**src/rtl/tmr_pkg.sv**
```systemverilog
package tmr_pkg;
  localparam int CNT_W  = 16;
  localparam int DIGITS = CNT_W / 4;

  typedef enum logic [2:0] {
    M_TCINT   = 3'd0,
    M_ONESHOT = 3'd1,
    M_RATE    = 3'd2,
    M_SQUARE  = 3'd3,
    M_SWSTB   = 3'd4,
    M_HWSTB   = 3'd5
  } tmode_e;

  // codes 6 and 7 fold onto rate and square
  function automatic tmode_e fold_mode(input logic [2:0] m);
    if (m[1]) return tmode_e'({1'b0, m[1:0]});
    return tmode_e'(m);
  endfunction

  // subtract one from a packed decimal value, wrapping 0 to all nines
  function automatic logic [CNT_W-1:0] bcd_less1(input logic [CNT_W-1:0] v);
    logic [CNT_W-1:0] r;
    logic brw;
    r   = v;
    brw = 1'b1;
    for (int d = 0; d < DIGITS; d++) begin
      if (brw) begin
        if (v[d*4 +: 4] == 4'd0) r[d*4 +: 4] = 4'd9;
        else begin
          r[d*4 +: 4] = v[d*4 +: 4] - 4'd1;
          brw = 1'b0;
        end
      end
    end
    return r;
  endfunction

  function automatic logic [CNT_W-1:0] step_down(input logic [CNT_W-1:0] v,
                                                 input logic bcd, input logic two);
    logic [CNT_W-1:0] a;
    a = bcd ? bcd_less1(v) : v - CNT_W'(1);
    if (two) a = bcd ? bcd_less1(a) : a - CNT_W'(1);
    return a;
  endfunction
endpackage

```
**src/rtl/tmr_decr.sv**
```systemverilog
module tmr_decr
  import tmr_pkg::*;
(
  input  logic [CNT_W-1:0] val_i,
  input  logic             bcd_i,
  input  logic             two_i,
  output logic [CNT_W-1:0] res_o
);
  assign res_o = step_down(val_i, bcd_i, two_i);
endmodule

```
**src/rtl/tmr_gate_edge.sv**
```systemverilog
module tmr_gate_edge (
  input  logic clk,
  input  logic rst_n,
  input  logic gate_i,
  output logic rise_o
);
  logic gate_q;

  always_ff @(posedge clk) begin
    if (!rst_n) gate_q <= 1'b0;
    else        gate_q <= gate_i;
  end

  assign rise_o = gate_i & ~gate_q;
endmodule

```
**src/rtl/tmr_channel.sv**
```systemverilog
module tmr_channel
  import tmr_pkg::*;
(
  input  logic             clk,
  input  logic             rst_n,
  input  logic             tick_i,
  input  logic             gate_i,
  input  logic [2:0]       mode_i,
  input  logic             bcd_i,
  input  logic             cw_wr_i,
  input  logic             cnt_part_i,
  input  logic             cnt_done_i,
  input  logic [CNT_W-1:0] cnt_val_i,
  output logic             out_o,
  output logic             null_o
);
  logic [CNT_W-1:0] cr_q, ce_q, ce_dec, load_val;
  logic out_q, null_q, armed_q, pend_q, susp_q, trig_q, fired_q, odd_q;
  tmode_e md;
  logic gate_rise, periodic, strobe_md, act, ce_one, run_en, term_hit;
  logic per_term, per_trig, sq_flip;
  logic load_ev, dec_ev, strobe_hit, out_nx;

  tmr_gate_edge u_edge (
    .clk    (clk),
    .rst_n  (rst_n),
    .gate_i (gate_i),
    .rise_o (gate_rise)
  );

  tmr_decr u_decr (
    .val_i (ce_q),
    .bcd_i (bcd_i),
    .two_i (md == M_SQUARE),
    .res_o (ce_dec)
  );

  always_comb begin
    md        = fold_mode(mode_i);
    periodic  = (md == M_RATE) || (md == M_SQUARE);
    strobe_md = (md == M_SWSTB) || (md == M_HWSTB);
    act       = tick_i & ~cw_wr_i;
    ce_one    = (ce_q == CNT_W'(1));
    case (md)
      M_TCINT:            run_en = armed_q & gate_i & ~susp_q;
      M_SWSTB:            run_en = armed_q & gate_i;
      M_ONESHOT, M_HWSTB: run_en = armed_q;
      default:            run_en = armed_q & gate_i & ~gate_rise;
    endcase
    if (md == M_SQUARE) term_hit = (ce_q == ((out_q && odd_q) ? '0 : CNT_W'(2)));
    else                term_hit = ce_one;
    per_term = run_en & term_hit;
    per_trig = trig_q & armed_q & gate_i;
    sq_flip  = per_term & ~pend_q & ~per_trig;
    case (md)
      M_TCINT, M_SWSTB:   load_ev = act & pend_q;
      M_ONESHOT, M_HWSTB: load_ev = act & trig_q & armed_q;
      default:            load_ev = act & (pend_q | per_trig | per_term);
    endcase
    dec_ev     = act & run_en & ~load_ev;
    strobe_hit = dec_ev & ce_one & ~fired_q & strobe_md;
    load_val   = (md == M_SQUARE) ? {cr_q[CNT_W-1:1], 1'b0} : cr_q;
  end

  always_comb begin
    out_nx = out_q;
    if (act) begin
      case (md)
        M_TCINT:   if (dec_ev && ce_one) out_nx = 1'b1;
        M_ONESHOT: begin
          if (load_ev) out_nx = 1'b0;
          else if (dec_ev && ce_one) out_nx = 1'b1;
        end
        M_RATE: begin
          if (load_ev) out_nx = 1'b1;
          else if (dec_ev) out_nx = (ce_q != CNT_W'(2));
        end
        M_SQUARE:  if (load_ev) out_nx = sq_flip ? ~out_q : 1'b1;
        default:   out_nx = ~strobe_hit;
      endcase
    end
    if (periodic && !gate_i) out_nx = 1'b1;
    if (cw_wr_i) out_nx = (md != M_TCINT);
    else if (md == M_TCINT && (cnt_part_i || cnt_done_i)) out_nx = 1'b0;
  end

  always_ff @(posedge clk) begin
    if (!rst_n) begin
      cr_q    <= '0;
      ce_q    <= '0;
      out_q   <= 1'b1;
      null_q  <= 1'b0;
      armed_q <= 1'b0;
      pend_q  <= 1'b0;
      susp_q  <= 1'b0;
      trig_q  <= 1'b0;
      fired_q <= 1'b1;
      odd_q   <= 1'b0;
    end else begin
      out_q <= out_nx;
      if (cw_wr_i)        trig_q <= 1'b0;
      else if (gate_rise) trig_q <= 1'b1;
      else if (tick_i)    trig_q <= 1'b0;

      if (load_ev) begin
        ce_q    <= load_val;
        odd_q   <= cr_q[0];
        pend_q  <= 1'b0;
        null_q  <= 1'b0;
        fired_q <= 1'b0;
      end else if (dec_ev) begin
        ce_q <= ce_dec;
        if (strobe_hit) fired_q <= 1'b1;
      end

      if (cw_wr_i) begin
        ce_q    <= '0;
        armed_q <= 1'b0;
        pend_q  <= 1'b0;
        susp_q  <= 1'b0;
        null_q  <= 1'b1;
        fired_q <= 1'b1;
      end else begin
        if (cnt_part_i && md == M_TCINT) susp_q <= 1'b1;
        if (cnt_done_i) begin
          cr_q    <= cnt_val_i;
          null_q  <= 1'b1;
          armed_q <= 1'b1;
          susp_q  <= 1'b0;
          if (md == M_TCINT || md == M_SWSTB || (periodic && !armed_q)) pend_q <= 1'b1;
        end
      end
    end
  end

  assign out_o  = out_q;
  assign null_o = null_q;
endmodule

```
**config.mk**
```make
export PLATFORM = sky130hd
export DESIGN_NAME = tmr_channel
export DESIGN_NICKNAME = d
export VERILOG_FILES = /design/src/rtl/tmr_pkg.sv /design/src/rtl/tmr_decr.sv /design/src/rtl/tmr_gate_edge.sv /design/src/rtl/tmr_channel.sv
export SDC_FILE = /design/constraint.sdc
export NUM_CORES = 1
export LEC_CHECK = 0
export BUFFER_PORTS_ARGS = -buffer_cell sky130_fd_sc_hd__buf_2
export CAP_MARGIN = 25
export CORE_ASPECT_RATIO = 0.75
export CORE_UTILIZATION = 50
export DETAILED_ROUTE_END_ITERATION = 6
export PLACE_DENSITY = 0.66
export RECOVER_POWER = 50
export SLEW_MARGIN = 20
export SYNTH_ARGS = -nofsm -noshare
export SYNTH_HDL_FRONTEND = slang
export SYNTH_SLANG_ARGS = --single-unit
```
**constraint.sdc**
```tcl
create_clock -name clk -period 3.8 [get_ports clk]
set_clock_uncertainty 0.2 [all_clocks]
set_input_delay 0.38 -clock clk [delete_from_list [all_inputs] [get_ports clk]]
set_output_delay 0.38 -clock clk [all_outputs]
set_load 0.1 [all_outputs]
```
==> results.tsv <==
stage	metric	value	unit
yosys	FFs w/ async S/R, synth	0	%
sta	Tcrit/Tclk final	93.5	%
global_route	first-pass GRT wire length	15.1	mm
final_layout	share of layout cells above drive strength 1	15.2	%
floorplan	area of the die	6630	um^2
yosys	Post-Syn Area per Cell	7.27	um^2
worst_setup_path	most used cell, CP	xnor2_1	
placement	Final HPWL DP	7.07	mm
power	pwr dens	294	nW/um^2
floorplan	Die Width	93.7	um
placement	gpl congestion	0.989	
final_layout	most frequent cells in the layout	nand2_1 (63), a21oi_1 (44), dfxtp_1 (41)	
placement	PortBufs	28	
sta	RSZ-0062 raised after global routing	no	
worst_setup_path	Setup crit end kind	register	
floorplan	number of core rows	24	
worst_setup_path	CP Class	register to register	
placement	Inst Count DP	523	
yosys	number of synthesized flops with an enable pin	0	
sta	final hold vios	0	
final_layout	Syn-to-layout area delta	10.5	%
yosys	Yosys cell types	67	
global_route	grt ovf	0	
global_route	vias in the first global route	3063	
sta	Worst Max-Slew Pin Slew	0.832	ns
drt	routed wire length	9.46	mm
power	clock power share	36.8	%
sta	worst relative slew slack	43.1	%
global_route	antenna violations before repair	0	
floorplan	IO Count	29	
power	internal power	0.727	mW
global_route	largest net degree at the start of global routing	26	
global_route	GRT Util Overall	29.2	%
clocking	clock root cell	clkbuf_8	
drt	ANT nets after route	0	
run	Max Cap Violations	0	
worst_setup_path	Critical Path Max Stage Delay	0.71	ns
floorplan	Initial Utilization	53.1	%
power	switching power	0.297	mW
sta	Final setup viols	0	
sta	Tmin final	3.55	ns
floorplan	die height	70.8	um
drt	Remaining DRCs	0	
final_layout	most common cell after layout, fill and taps aside	nand2_1	
clocking	worst-skew pair later-pin latency	0.30	ns
worst_setup_path	Worst Path Arrival	3.56	ns
drt	Pre-antenna DRT Iters	5	
power	Combinational Power Share	19.0	%
sta	fmax	282	MHz
clocking	CTS max path bufs	2	
placement	pre-CTS setup slack	0.333	ns
yosys	mapped cell area	3150	um^2
power	Max VDD drop	0.243	mV
sta	Final Max Slew Viols	0	
outcome	status	finished clean	
min_path	Min-Delay Path Class	input pin to register	
yosys	register area share after synthesis	26.0	%
clocking	CTS HTree Levels	2	
final_layout	Nets	486	
yosys	Synth Instances	434	
sta	Final TNS setup	0	ns
final_layout	antenna cell count	0	
power	Seq pwr share	44.2	%
clocking	Reg clk slew, reported paths	0.09	ns
clocking	post-CTS sizing	0	
yosys	Yosys warnings	0	
drt	WL per Instance	17.8	um
floorplan	Core Region	5950	um^2
drt	drt via density	6.48	
drt	Iter 0 DRT Violations	294	
worst_setup_path	nature of the critical path startpoint	register	
drt	via count	3450	
final_layout	Layout Cells excl Fill	532	
power	P_leak	1.27	nW
yosys	Primary FF master, synth	dfxtp_1	
clocking	clock sinks	41	
clocking	setup bufs post-CTS	0	
clocking	CTS tree	done	
worst_setup_path	slowest CP cell	a2111oi_0	
worst_setup_path	Data required, critical path	3.81	ns
clocking	TritonCTS Buffers	5	
worst_setup_path	crit-path cells	or4_4, or4_1, xnor2_1, a2111oi_0, o2111ai_1, xnor2_1, a221oi_2	
power	Sw Ratio	29.0	%
worst_setup_path	Critical Path Fanout Max	13	
clocking	Hold-fix buffers, CTS	0	
yosys	Mapped Nets	467	
yosys	synthesized flop and latch total	41	
final_layout	fill cell count	592	
sta	setup ws final	0.248	ns
[stage by stage]
step / power [mW] / hold slack, ns / area [um^2] / util (%)
after floorplan: 0.598 / 0.233 / 3150 / -
after global placement: 0.652 / 0.245 / 3360 / 56.5
after detailed placement: 0.653 / 0.243 / 3360 / 56.5
after CTS: 1.02 / 0.104 / 3480 / 58.5
after global routing: 1.07 / 0.106 / 3490 / 58.6
final: 1.02 / 0.108 / 3490 / 58.6
[synthesized netlist by cell type (6+ instances only)]
cell type | number | area share [%]
nor3_1 | 8 | 1.3
ha_1 | 6 | 2.4
nor2b_1 | 6 | 1.2
nand2_1 | 63 | 7.5
a211oi_1 | 6 | 1.4
a2111oi_0 | 6 | 1.7
or2_2 | 6 | 1.2
dfxtp_1 | 41 | 26
clkbuf_1 | 26 | 3.1
nand3_1 | 21 | 3.3
a21oi_1 | 45 | 7.1
nand2b_1 | 13 | 2.6
and2_1 | 6 | 1.2
inv_1 | 9 | 1.1
nand4_1 | 9 | 1.8
nor2_1 | 31 | 3.7
xnor2_1 | 6 | 1.7
nor4_1 | 6 | 1.2
o211ai_1 | 7 | 1.7
o21ai_0 | 22 | 3.5
[sequential cells by signal, indices dropped and copies added, names as in the netlist]
register / count
fired_q: 1
cr_q: 16
trig_q: 1
susp_q: 1
ce_q: 16
armed_q: 1
null_o: 1
u_edge.gate_q: 1
pend_q: 1
odd_q: 1
out_o: 1
[layer usage]
| layer | vias to the layer above | global-route usage [%] | share of wire (%) |
|---|---|---|---|
| met2 | 161 | 45.0 | 44 |
| met5 | - | 0 | 0 |
| li1 | 1664 | - | - |
| met3 | 21 | 6.02 | 8.5 |
| met1 | 1604 | 41.6 | 46 |
| met4 | 0 | 6.84 | 1.8 |
[power by group through the flow]
| stage | logic, mW | registers, mW | clock network, mW |
|---|---|---|---|
| final | 0.194 | 0.453 | 0.377 |
| after global routing | 0.213 | 0.455 | 0.403 |
| after CTS | 0.190 | 0.453 | 0.381 |
| after detailed placement | 0.190 | 0.463 | 0 |
| after global placement | 0.189 | 0.463 | 0 |
| after floorplan | 0.128 | 0.470 | 0 |
[cells by family after synthesis]
| family | Yosys count | share of synthesized area, % |
|---|---|---|
| DFF | 41 | 26.0 |
| and+or+nand+nor | 196 | 32.2 |
| muxes | 3 | 0.992 |
| AOI/OAI and AO/OA | 143 | 31.4 |
| buffers and inverters | 38 | 5.04 |
| xor gates and xnor gates | 7 | 1.94 |
| adders and majority gates | 6 | 2.38 |
[cell type report]
class	count	area, um^2	area share (%)
Timing Repair Buffer	41	235	6.75
Tap cell	78	97.6	2.80
Clock inverter	2	37.5	1.08
Inverter	9	33.8	0.969
Multi-Input combinational cell	355	2180	62.5
Clock buffer	6	82.6	2.37
Sequential cell	41	821	23.5
[worst max-delay path: cells and delay by family (launching register included)]
kind	cells	cell delay, ns
compound gates	3	1.20
xor+xnor	2	0.37
flops	1	0.40
simple gates	2	1.28
[path summary, 6_finish.rpt]
path | to | slack (ns) | start | cells after the start
worst max-delay path | ce_q[15] | 0.25 | ce_q[2] | 7
worst min-delay path | cr_q[5] | 0.11 | cnt_val_i[5] | 3
worst max register to register | ce_q[15] | 0.25 | ce_q[2] | 7
worst min register to register | cr_q[8] | 0.26 | cr_q[8] | 2
No activity file was read; power rests on OpenSTA's default activity.
